## src/rtl/spi_rt_pkg.sv

```systemverilog
package spi_rt_pkg;

    // Position inside a frame: header (flag + address), then data of one direction
    typedef enum logic [1:0] {
        PH_HEAD  = 2'd0,
        PH_WRITE = 2'd1,
        PH_READ  = 2'd2
    } spi_rt_phase_e;

endpackage

```

## src/rtl/spi_rt_sync.sv

```systemverilog
module spi_rt_sync #(
    parameter int               WIDTH   = 3,
    parameter int               STAGES  = 2,
    parameter logic [WIDTH-1:0] RST_VAL = '0
) (
    input  logic             clk,
    input  logic             rst_n,
    input  logic [WIDTH-1:0] async_i,
    output logic [WIDTH-1:0] sync_o
);

    for (genvar g = 0; g < WIDTH; g++) begin : g_bit
        logic [STAGES-1:0] chain_d, chain_q;

        always_comb begin
            chain_d = {chain_q[STAGES-2:0], async_i[g]};
        end

        always_ff @(posedge clk or negedge rst_n) begin
            if (!rst_n) chain_q <= {STAGES{RST_VAL[g]}};
            else        chain_q <= chain_d;
        end

        assign sync_o[g] = chain_q[STAGES-1];
    end

endmodule

```

## src/rtl/spi_rt_frame.sv

```systemverilog
module spi_rt_frame
    import spi_rt_pkg::*;
#(
    parameter int ADDR_W = 15,
    parameter int DATA_W = 8
) (
    input  logic              clk,
    input  logic              rst_n,
    input  logic              sel_n_s,
    input  logic              sclk_s,
    input  logic              mosi_s,
    input  logic [DATA_W-1:0] reg_rdata,
    input  logic              reg_present,
    input  logic              reg_wr_ok,
    output logic [ADDR_W-1:0] reg_addr,
    output logic [DATA_W-1:0] reg_wdata,
    output logic              reg_we,
    output logic              miso_bit
);

    localparam int HDR_BITS = ADDR_W + 1;
    localparam int CNT_W    = $clog2(HDR_BITS + 1);
    localparam int BIT_W    = $clog2(DATA_W);

    typedef struct packed {
        spi_rt_phase_e     phase;
        logic              wr;
        logic [CNT_W-1:0]  cnt;
        logic [BIT_W-1:0]  bitc;
        logic [ADDR_W-1:0] addr;
        logic [DATA_W-1:0] rx;
        logic [DATA_W-1:0] tx;
        logic [DATA_W-1:0] wdata;
        logic              last;
        logic              miso;
        logic              we;
        logic              inc;
        logic              fetch;
        logic              sclk_p;
    } st_t;

    function automatic st_t idle_state();
        st_t s;
        s        = '0;
        s.phase  = PH_HEAD;
        s.sclk_p = 1'b1;
        return s;
    endfunction

    st_t  st_d, st_q;
    logic rise, fall;

    always_comb begin
        rise      = sclk_s & ~st_q.sclk_p;
        fall      = ~sclk_s & st_q.sclk_p;
        st_d      = st_q;
        st_d.we   = 1'b0;
        if (sel_n_s) begin
            // deselected: frame state cleared, a pending step still lands
            st_d        = idle_state();
            st_d.wdata  = st_q.wdata;
            st_d.addr   = st_q.inc ? st_q.addr + 1'b1 : st_q.addr;
        end else begin
            if (st_q.inc) begin
                st_d.addr  = st_q.addr + 1'b1;
                st_d.inc   = 1'b0;
                st_d.fetch = (st_q.phase == PH_READ);
            end
            if (st_q.fetch) begin
                st_d.tx    = reg_present ? reg_rdata : '0;
                st_d.fetch = 1'b0;
            end
            if (rise) begin
                unique case (st_q.phase)
                    PH_HEAD: begin
                        st_d.last = mosi_s;
                        st_d.cnt  = st_q.cnt + 1'b1;
                        if (st_q.cnt == '0) st_d.wr   = mosi_s;
                        else                st_d.addr = {st_q.addr[ADDR_W-2:0], mosi_s};
                        if (st_q.cnt == CNT_W'(HDR_BITS - 1)) begin
                            st_d.phase = st_q.wr ? PH_WRITE : PH_READ;
                            st_d.fetch = ~st_q.wr;
                            st_d.bitc  = '0;
                        end
                    end
                    PH_WRITE: begin
                        st_d.rx   = {st_q.rx[DATA_W-2:0], mosi_s};
                        st_d.bitc = st_q.bitc + 1'b1;
                        if (st_q.bitc == BIT_W'(DATA_W - 1)) begin
                            st_d.we    = reg_wr_ok;
                            st_d.wdata = {st_q.rx[DATA_W-2:0], mosi_s};
                            st_d.inc   = 1'b1;
                            st_d.bitc  = '0;
                        end
                    end
                    default: begin
                        st_d.bitc = st_q.bitc + 1'b1;
                        if (st_q.bitc == BIT_W'(DATA_W - 1)) begin
                            st_d.inc  = 1'b1;
                            st_d.bitc = '0;
                        end
                    end
                endcase
            end else if (fall) begin
                unique case (st_q.phase)
                    PH_HEAD:  st_d.miso = (st_q.cnt == '0) ? 1'b0 : st_q.last;
                    PH_WRITE: st_d.miso = 1'b0;
                    default: begin
                        st_d.miso = st_q.tx[DATA_W-1];
                        st_d.tx   = {st_q.tx[DATA_W-2:0], 1'b0};
                    end
                endcase
            end
        end
        st_d.sclk_p = sclk_s;
    end

    always_ff @(posedge clk or negedge rst_n) begin
        if (!rst_n) st_q <= idle_state();
        else        st_q <= st_d;
    end

    assign reg_addr  = st_q.addr;
    assign reg_wdata = st_q.wdata;
    assign reg_we    = st_q.we;
    assign miso_bit  = st_q.miso;

endmodule

```

## src/rtl/spi_regtarget.sv

```systemverilog
module spi_regtarget #(
    parameter int ADDR_W      = 15,
    parameter int DATA_W      = 8,
    parameter int SYNC_STAGES = 2
) (
    input  logic              clk,
    input  logic              rst_n,
    input  logic              bus_sel_n,
    input  logic              bus_clk,
    input  logic              bus_mosi,
    output logic              bus_miso,
    output logic              bus_miso_oe,
    output logic [ADDR_W-1:0] reg_addr,
    output logic [DATA_W-1:0] reg_wdata,
    output logic              reg_we,
    input  logic [DATA_W-1:0] reg_rdata,
    input  logic              reg_present,
    input  logic              reg_wr_ok
);

    localparam int PINS = 3;

    logic [PINS-1:0] pins_s;
    logic            miso_bit;

    // order {select, clock, data}; select and clock idle high
    spi_rt_sync #(
        .WIDTH  (PINS),
        .STAGES (SYNC_STAGES),
        .RST_VAL(3'b110)
    ) i_sync (
        .clk    (clk),
        .rst_n  (rst_n),
        .async_i({bus_sel_n, bus_clk, bus_mosi}),
        .sync_o (pins_s)
    );

    spi_rt_frame #(
        .ADDR_W(ADDR_W),
        .DATA_W(DATA_W)
    ) i_frame (
        .clk        (clk),
        .rst_n      (rst_n),
        .sel_n_s    (pins_s[2]),
        .sclk_s     (pins_s[1]),
        .mosi_s     (pins_s[0]),
        .reg_rdata  (reg_rdata),
        .reg_present(reg_present),
        .reg_wr_ok  (reg_wr_ok),
        .reg_addr   (reg_addr),
        .reg_wdata  (reg_wdata),
        .reg_we     (reg_we),
        .miso_bit   (miso_bit)
    );

    assign bus_miso_oe = ~bus_sel_n;
    assign bus_miso    = bus_miso_oe & miso_bit;

endmodule

```

## config.mk

```make
export PLATFORM = sky130hd
export DESIGN_NAME = spi_regtarget
export DESIGN_NICKNAME = d
export VERILOG_FILES = /design/src/rtl/spi_rt_pkg.sv /design/src/rtl/spi_rt_sync.sv /design/src/rtl/spi_rt_frame.sv /design/src/rtl/spi_regtarget.sv
export SDC_FILE = /design/constraint.sdc
export NUM_CORES = 1
export LEC_CHECK = 0
export ABC_AREA = 1
export BUFFER_PORTS_ARGS = -buffer_cell sky130_fd_sc_hd__buf_2
export CAP_MARGIN = 25
export CORE_UTILIZATION = 40
export CTS_CLUSTER_SIZE = 10
export DETAILED_ROUTE_END_ITERATION = 12
export PLACE_DENSITY = 0.59
export SLEW_MARGIN = 30
export SYNTH_ARGS = -nofsm -noshare
export SYNTH_HDL_FRONTEND = slang
export SYNTH_SLANG_ARGS = --single-unit
```

## constraint.sdc

```tcl
create_clock -name clk -period 1.8 [get_ports clk]
set_input_delay 0.09 -clock clk [delete_from_list [all_inputs] [get_ports clk]]
set_output_delay 0.09 -clock clk [all_outputs]
set_load 0.02 [all_outputs]
```

==> results of run 1 <==
## path summary, 6_finish.rpt
path	endpoint	startpoint	slack, ps
max in group asynchronous	i_sync.g_bit[1].chain_q[0]	rst_n	890
worst min-delay path	i_frame.st_q[19]	reg_rdata[5]	10
worst max-delay path	i_frame.reg_wdata[0]	i_sync.g_bit[1].chain_q[1]	270
min in group asynchronous	i_frame.reg_addr[13]	rst_n	290
worst min register to register	i_sync.g_bit[1].chain_q[1]	i_sync.g_bit[1].chain_q[0]	360
worst max register to register	i_frame.reg_wdata[0]	i_sync.g_bit[1].chain_q[1]	270
## kinds of logic after synthesis
group | share of synthesized area
simple gates | 0.203
buf+inv | 0.120
compound gates | 0.122
flops | 0.507
xor+xnor | 0.0232
fa+ha+maj | 0.0248
## stage by stage
stage                     power [W]  cells  setup WS (ps)
final                       0.00359    477            269
after global routing        0.00382    477            141
after CTS                   0.00364    477            247
after detailed placement    0.00235    454            272
after global placement      0.00234    454            277
after floorplan             0.00226    339            401
## final cells by class
type / count / area share
inverters: 38 / 0.0412
flip-flops and latches: 61 / 0.442
clock inverters: 4 / 0.0130
repair buffers: 53 / 0.0946
clock buffers: 12 / 0.0477
multi-input cells: 210 / 0.326
well taps: 99 / 0.0357
## worst max-delay path: cells and delay by family (launching register included)
| family | cells | cell delay, ps |
|---|---|---|
| DFF | 1 | 550 |
| buffers and inverters | 1 | 190 |
| and+or+nand+nor | 6 | 730 |
## power breakdown
part	total, W	switching, W	internal, W
Sequential	0.00170	0.000189	0.00151
Clock	0.00126	0.000515	0.000745
Combinational	0.000636	0.000398	0.000238
Total	0.00359	0.00110	0.00249
## layer usage
layer,part of all wire,track usage,routed length (um)
met1,0.47,0.209,2700
met2,0.47,0.264,2680
met3,0.047,0.0600,267
met4,0.011,0.0476,63
met5,0,0,0
## registers in the layout (all words and copies together), names as in the netlist
name	flops
i_frame.reg_wdata	8
i_sync.g_bit.chain_q	6
i_frame.miso_bit	1
i_frame.reg_we	1
i_frame.reg_addr	15
i_frame.st_q	30
## layout by cell type (no fill, tap or decap), types with 5 or more instances in the layout
cell type / synthesis / layout
o21ai_0: 22 / 22
buf_2: 3 / 40
clkbuf_8: 0 / 12
nand3_1: 20 / 20
a221oi_1: 7 / 7
dfstp_2: 5 / 5
o22ai_1: 12 / 12
dfrtp_1: 56 / 56
xor2_1: 6 / 6
nand2_1: 67 / 67
buf_4: 24 / 5
a21oi_1: 14 / 14
ha_1: 6 / 6
nor2_1: 26 / 26
dlygate4sd3_1: 0 / 7
inv_1: 35 / 35
nand4_1: 9 / 9
==> results.yml, run 1 <==
setup_path:
  required_ps: 2070
  path_max_fanout: 17
  worstPathArrival_ps: 1800
  setup.worst_path.end_class: "register"
  critical_path.cell_chain: "nand2_2, nor2_4, buf_4, nand2_4, nor2_4, nand2_1, nand2_1"
  path_class: "register to register"
  slowest_delay_ps: 550
  ff2ff_path_depth: 7
  slowest_stage: "dfstp_2"
  startpoint_type: "register"
timing:
  setup_tns_ps: 0
  finalCriticalPeriod_ps: 1530
  max-slew-margin-rel: 0.611
  drv_slew: 0
  hold_viol_final: 0
  rsz0062_at_grt: "no"
  fin_skew_ps: 7.39
  max_freq_mhz: 653
  worst_hold_slack_ps: 14.3
  period_share: 0.850
  tightest_slew_ps: 584
  setup_viol: 0
finish:
  utilization: 0.475
  antennaDiodeCount: 0
  multiInputGateArea_sq_mm: 0.00113
  seq_area_sq_mm: 0.00153
  fin_area_sq_mm: 0.00347
  fin_nets: 394
  synthToLayoutAreaGrowth_pct: 14.6
  fillers: 729
  drive_gt1_frac: 0.209
clocking:
  cts_repair_resize_count: 0
  clk_pin_slew_ps: 70
  htree_levels: 3
  clock_sinks: 61
  cts_tree: "yes"
  postCtsSetupBuffers: 0
  clockBufferDepth: 2
  numCtsBuffers: 9
  hold_buffers: 7
  clk_latency_ps: 340
  root_buffer: "clkbuf_8"
placement:
  port_buffers: 40
  post_dp_cell_area_sq_mm: 0.00319
  place_congestion: 0.773
  dp_hpwl_um: 4020
route:
  drtPass1Iterations: 4
  initialDrtViolationCount: 109
  wl_per_cell_um: 12.0
  drc: 0
  viasPerCell: 4.86
  vias: 2316
  antenna_left: 0
  wl_um: 5710
yosys:
  syn_inst: 339
  async_flop_share: 1.00
  ys_ff_latch: 61
  avgSynthCellArea_sq_um: 8.92
  synth-edff-count: 0
  syn-num-nets: 360
  synth_top_area_share: 0.463
  yosysWarningCount: 0
  synth_area_sq_mm: 0.00303
  synth_area_leaders: "dfrtp_1, nand2_1, buf_4"
  synth.most_common_cell: "nand2_1"
  synth_commonest_cells: "nand2_1, dfrtp_1, inv_1"
  synth_largest_area_cell: "dfrtp_1"
  ys_seq_area_frac: 0.507
  synthFlopType: "dfrtp_1"
  ys_types: 31
hold_path:
  min_path_type: "primary input to register"
  hold_depth: 3
floorplan:
  coreArea_sq_mm: 0.00729
  dieArea_sq_mm: 0.00792
  die_w_um: 89.0
  fp-row-count: 31
  start_util: 0.415
  ioPinCount: 41
  fp.dieH_um: 89.0
run_status:
  status: "complete, no violations"
power_and_ir_drop:
  ir_worst_vdd_uv: 592
  p_per_area_mw_per_mm2: 1040
  leakage_nw: 1.74
global_routing:
  grt_pass1_wl_um: 9800
  grt_overflow_total: 0
  grt_max_degree: 27
  grt_usage: 0.164
  first_global_vias: 2127
  antenna_found_initial: 0
run:
  max_cap_viol_count: 0
(Power assumes the default switching activity.)
==> inputs of run 2 (changes only) <==
CORE_MARGIN = 2   (was not set)
PLACE_DENSITY = 0.61   (was 0.59)
clock period = 1.28 ns   (was 1.8 ns; I/O delays follow)
==> run 2 against run 1 <==
Net effect:
- the flow now finishes with violations (setup timing)
- final area grew 21%
- clock power increased by 75%
- routed wire length rose by 20%
- utilization grew 9.9 points
- die area grew 4.5%
- hold slack better by 28 ps
- setup slack got worse by 350 ps
- sequential power is 39% higher
- cell count grew 9.2%
- combinational power up 81%
==> results.yml, run 2 (same netlist as run 1, synthesis figures left out) <==
global_routing:
  grt_max_degree: 29
  grt_usage: 0.168
  antenna_found_initial: 0
  first_global_vias: 2514
  grt_overflow_total: 0
  grt_pass1_wl_um: 11100
finish:
  drive_gt1_frac: 0.424
  multiInputGateArea_sq_mm: 0.00140
  largest_register: "i_frame.st_q"
  antennaDiodeCount: 0
  seq_area_sq_mm: 0.00153
  mostFrequentLayoutCells: "nand2_1, dfrtp_1, buf_2"
  fillers: 663
  utilization: 0.574
  largest_reg_flops: 30
  synthToLayoutAreaGrowth_pct: 38.5
  layout_commonest_cell: "nand2_1"
  fin_nets: 438
timing:
  period_share: 1.06
  fin_skew_ps: 12.3
  rsz0062_at_grt: "yes"
  max-slew-margin-rel: 0.764
  finalCriticalPeriod_ps: 1360
  max_freq_mhz: 735
  tightest_slew_ps: 353
  drv_slew: 0
  hold_viol_final: 0
  setup_viol: 36
  setup_slack_ps: -80.4
  worst_hold_slack_ps: 42.3
route:
  wl_met1_um: 3120
  viasPerCell: 4.83
  wl_met2_um: 3390
  drc: 0
  wl_per_cell_um: 13.1
  antenna_left: 0
  vias: 2516
  topRoutingLayerUsed: "met4"
  wl_um: 6840
  wl_met3_um: 232
  drtPass1Iterations: 4
  initialDrtViolationCount: 86
setup_path:
  setup.worst_path.end_class: "register"
  required_ps: 1520
  critical_path.cell_chain: "nand2_4, nor2_4, nand2_4, buf_6, o21ai_2, nand2_1"
  path_class: "register to register"
  ff2ff_path_depth: 6
  slowest_stage: "dfstp_2"
  cp_common_cell: "nand2_4"
  cp_top_family: "flip-flops"
  startpoint_type: "register"
  r2r_end: "i_frame.reg_wdata[6]"
  reg2reg_from: "i_sync.g_bit[1].chain_q[1]"
  worst-r2r-setup-slack_ps: -80
  path_buf_inv: 1
  cp-startpoint: "i_sync.g_bit[1].chain_q[1]"
  worstPathArrival_ps: 1600
  path_max_fanout: 6
  slowest_delay_ps: 560
floorplan:
  ioPinCount: 41
  coreArea_sq_mm: 0.00729
  dieArea_sq_mm: 0.00828
  fp.dieH_um: 91.0
  die_w_um: 91.0
  fp-row-count: 31
  start_util: 0.415
clocking:
  htree_levels: 3
  clock_sinks: 61
  clk_latency_ps: 350
  root_buffer: "clkbuf_8"
  cts_tree: "yes"
  numCtsBuffers: 9
  clk_pin_slew_ps: 70
  clockBufferDepth: 2
power_and_ir_drop:
  pwr-share-clk: 0.386
  pwr-share-comb: 0.201
  p_switching_w: 0.00166
  p_per_area_mw_per_mm2: 1360
  p_int_w: 0.00405
  leakage_nw: 2.02
  seq_power_share: 0.413
  ir_worst_vdd_uv: 614
  swShare: 0.291
placement:
  port_buffers: 40
  place_congestion: 0.790
  dp_hpwl_um: 4320
hold_path:
  hold_start: "reg_rdata[0]"
  hold_end: "i_frame.st_q[14]"
  min_path_type: "primary input to register"
  hold_depth: 3
run:
  max_cap_viol_count: 0
run_status:
  status: "complete, but fails checks"
  violations: "setup timing"
## run 2: cell types whose count changed in the layout (fill, tap and decap cells not counted), sizes merged
cell and delta:
clkbuf +1, dlygate4sd3 +5, clkinvlp +1, clkinv -4
buf +39, bufinv +2
## run 2: timing repair
item	CTS	global route
setup endpoints to repair	41	52
resized for setup	37	50
endpoints found under the hold margin	67	0
setup buffers	12	7
hold buffers	12	0
pin swaps	11	18
## run 2: worst register-to-register path, stage by stage, from the launching register on
cell	delay, ps
dfstp_2	560
nand2_4	70
nor2_4	180
nand2_4	120
buf_6	160
o21ai_2	100
nand2_1	60
## run 2: layout make-up
cell class / instances / share of cell area
Tap cell: 99 / 0.0296
Timing Repair Buffer: 97 / 0.174
Clock inverter: 3 / 0.0215
Sequential cell: 61 / 0.366
Inverter: 38 / 0.0349
Multi-Input combinational cell: 210 / 0.334
Clock buffer: 13 / 0.0403
## run 2: power by group through the flow
stage          combinational [W]  sequential, W  clock [W]
3_5_place_dp            0.000994        0.00239          0
5_1_grt                  0.00126        0.00239    0.00232
2_1_floorplan           0.000837        0.00235          0
4_1_cts                  0.00110        0.00235    0.00225
3_3_place_gp            0.000977        0.00239          0
6_report                 0.00115        0.00236    0.00221
## run 2: metrics by stage
step | instance area, sq um | setup WS (ps) | total power, W | std cells | TNS (ps)
2_1_floorplan | 3060 | -95.7 | 0.00318 | 339 | -527
3_3_place_gp | 3380 | -81.0 | 0.00337 | 474 | -1720
3_5_place_dp | 3380 | -116 | 0.00339 | 474 | -2430
4_1_cts | 3970 | -67.5 | 0.00570 | 514 | -1150
5_1_grt | 4190 | -168 | 0.00597 | 521 | -4420
6_report | 4190 | -80.4 | 0.00571 | 521 | -1800
## run 2: worst max-delay path by stage
stage                                 endpoint  cells past startpoint  slack [ps]
after global placement        i_frame.st_q[45]                      7         -80
after detailed placement      i_frame.st_q[45]                      7        -120
after floorplan           i_frame.reg_wdata[6]                      7        -100
after CTS                 i_frame.reg_wdata[6]                      6         -70
after global routing       i_frame.reg_addr[1]                      7        -170
final                     i_frame.reg_wdata[6]                      6         -80
## run 2: metal layers
metal | vias to the layer above | GRT usage
li1 | 1266 | -
met1 | 1199 | 0.204
met2 | 41 | 0.280
met3 | 10 | 0.0498
met4 | 0 | 0.0631
met5 | - | 0
==> inputs of run 3 (changes only) <==
ABC_AREA = not set   (was 1)
CORE_MARGIN = 5   (was 2)
HOLD_SLACK_MARGIN = 0.15   (was not set)
==> run 3 against run 2 <==
Net effect:
- the run still ends with setup timing left
- area after synthesis down 2.4%
- total power down 25%
- clock power down 24%
- maximum frequency down 20%
- critical path type unchanged
==> results.yml, run 3 <==
yosys:
  syn_inst: 273
  synth_area_sq_mm: 0.00295
  synth-edff-count: 0
  syn-num-nets: 294
  ys_seq_area_frac: 0.519
  synthFlopType: "dfrtp_1"
  synth_area_leaders: "dfrtp_1, buf_4, dfstp_2"
  synth_largest_area_cell: "dfrtp_1"
  ys_ff_latch: 61
  synth_top_area_share: 0.475
  ys_types: 51
  yosysWarningCount: 0
  async_flop_share: 1.00
  synth.most_common_cell: "dfrtp_1"
  avgSynthCellArea_sq_um: 10.8
  synth_commonest_cells: "dfrtp_1, nor2_1, buf_4"
power_and_ir_drop:
  ir_worst_vdd_uv: 474
  p_total_w: 0.00426
  leakage_nw: 1.96
  p_per_area_mw_per_mm2: 1010
setup_path:
  slowest_delay_ps: 550
  critical_path.cell_chain: "nor4b_4, buf_6, nor3b_4, a21oi_1, a221o_1"
  reg2reg_from: "i_sync.g_bit[1].chain_q[1]"
  path_buf_inv: 1
  cp-startpoint: "i_sync.g_bit[1].chain_q[1]"
  required_ps: 1500
  path_max_fanout: 6
  path_class: "register to register"
  slowest_stage: "dfstp_2"
  startpoint_type: "register"
  cp_top_family: "flip-flops"
  setup.worst_path.end_class: "register"
  worstPathArrival_ps: 1910
finish:
  largest_register: "i_frame.st_q"
  utilization: 0.582
  layout_commonest_cell: "dfrtp_1"
  multiInputGateArea_sq_mm: 0.00141
  antennaDiodeCount: 0
  fillers: 633
  seq_area_sq_mm: 0.00153
  largest_reg_flops: 30
  drive_gt1_frac: 0.470
  fin_nets: 388
  mostFrequentLayoutCells: "dfrtp_1, buf_4, buf_2"
  synthToLayoutAreaGrowth_pct: 42.2
  final_cells: 471
route:
  vias: 2395
  antenna_left: 0
  wl_um: 6950
  drtPass1Iterations: 5
  viasPerCell: 5.08
  drc: 0
  wl_per_cell_um: 14.8
  initialDrtViolationCount: 87
global_routing:
  grt_usage: 0.163
  grt_overflow_total: 0
  grt_pass1_wl_um: 11500
  grt_max_degree: 62
  first_global_vias: 2372
  antenna_found_initial: 0
run_status:
  violations: "setup timing"
  status: "complete, but fails checks"
run:
  max_cap_viol_count: 0
clocking:
  cts_tree: "yes"
  numCtsBuffers: 9
  root_buffer: "clkbuf_8"
  clock_sinks: 61
  clk_pin_slew_ps: 70
  clk_latency_ps: 340
  htree_levels: 3
  clockBufferDepth: 2
timing:
  tightest_slew_ps: 344
  rsz0062_at_grt: "yes"
  setup_viol: 53
  finalCriticalPeriod_ps: 1690
  setup_slack_ps: -412
  worst_hold_slack_ps: 243
  drv_slew: 0
  period_share: 1.32
  fin_skew_ps: 8.33
  hold_viol_final: 0
  max-slew-margin-rel: 0.768
  max_freq_mhz: 591
placement:
  port_buffers: 40
  place_congestion: 0.781
  dp_hpwl_um: 4480
  dp.cells: 427
floorplan:
  start_util: 0.409
  coreArea_sq_mm: 0.00721
  fp-row-count: 31
  ioPinCount: 41
  fp.dieH_um: 95.9
  dieArea_sq_mm: 0.00920
  die_w_um: 95.9
hold_path:
  min_path_type: "primary input to asynchronous set/reset pin"
==> run 3: report_power, final <==
group	leakage, nW	internal [W]	switching, W	total, W
Sequential	0.824	0.00199	0.0000373	0.00202
Clock	0.0923	0.000895	0.000783	0.00168
Combinational	1.05	0.000274	0.000281	0.000555
==> run 3: repair_timing <==
action / 4_1_cts / 5_1_grt
pin swaps: 11 / 19
hold buffers: 14 / 0
setup buffers: 11 / 7
gates resized for setup: 32 / 31
hold endpoints to repair: 73 / 0
setup endpoints to repair: 52 / 54
==> run 3: cell type report <==
| type | instances | share of cell area |
|---|---|---|
| clock inverters | 6 | 0.0152 |
| multi-input cells | 170 | 0.335 |
| inverters | 9 | 0.00805 |
| well taps | 99 | 0.0295 |
| flip-flops and latches | 61 | 0.365 |
| repair buffers | 116 | 0.216 |
| clock buffers | 10 | 0.0304 |
==> run 3: worst register-to-register path, cell delays in order (launching register included) <==
cell	delay, ps
dfstp_2	550
nor4b_4	220
buf_6	140
nor3b_4	300
a21oi_1	80
a221o_1	290
==> run 3: cell families (layout without fill, tap and decap cells) <==
group	Yosys count	after routing	share of synthesized area
adder cells (fa/ha/maj)	6	6	0.0254
AND/OR/NAND/NOR	92	92	0.174
AO/OA/AOI/OAI	54	54	0.133
buffers and inverters	42	141	0.0860
flip-flops	61	61	0.519
XOR/XNOR	6	6	0.0178
multiplexers	12	12	0.0441
==> run 3: worst paths after layout <==
path,endpoint,slack [ps],cells after the start
max,i_frame.reg_addr[13],-410,5
min,i_frame.reg_addr[2],240,3
max reg2reg,i_frame.reg_addr[13],-410,5
min reg2reg,i_sync.g_bit[0].chain_q[1],350,0
max in group asynchronous,i_frame.st_q[0],690,3
min in group clk,i_sync.g_bit[0].chain_q[1],350,0
==> run 3: metal layers <==
metal  wire (um)  GRT usage  vias up
li1            -          -     1161
met1        3250      0.218     1182
met2        3350      0.255       43
met3         230     0.0289        9
met4         121     0.0770        0
met5           0          0        -
==> run 3: stage by stage <==
stage	cell area (sq um)	worst slack (ps)	TNS (ps)
4_1_cts	4050	-390	-13620
2_1_floorplan	3050	-417	-8770
3_5_place_dp	3500	-458	-12690
3_3_place_gp	3500	-424	-11230
6_report	4200	-412	-13850
5_1_grt	4200	-508	-18100
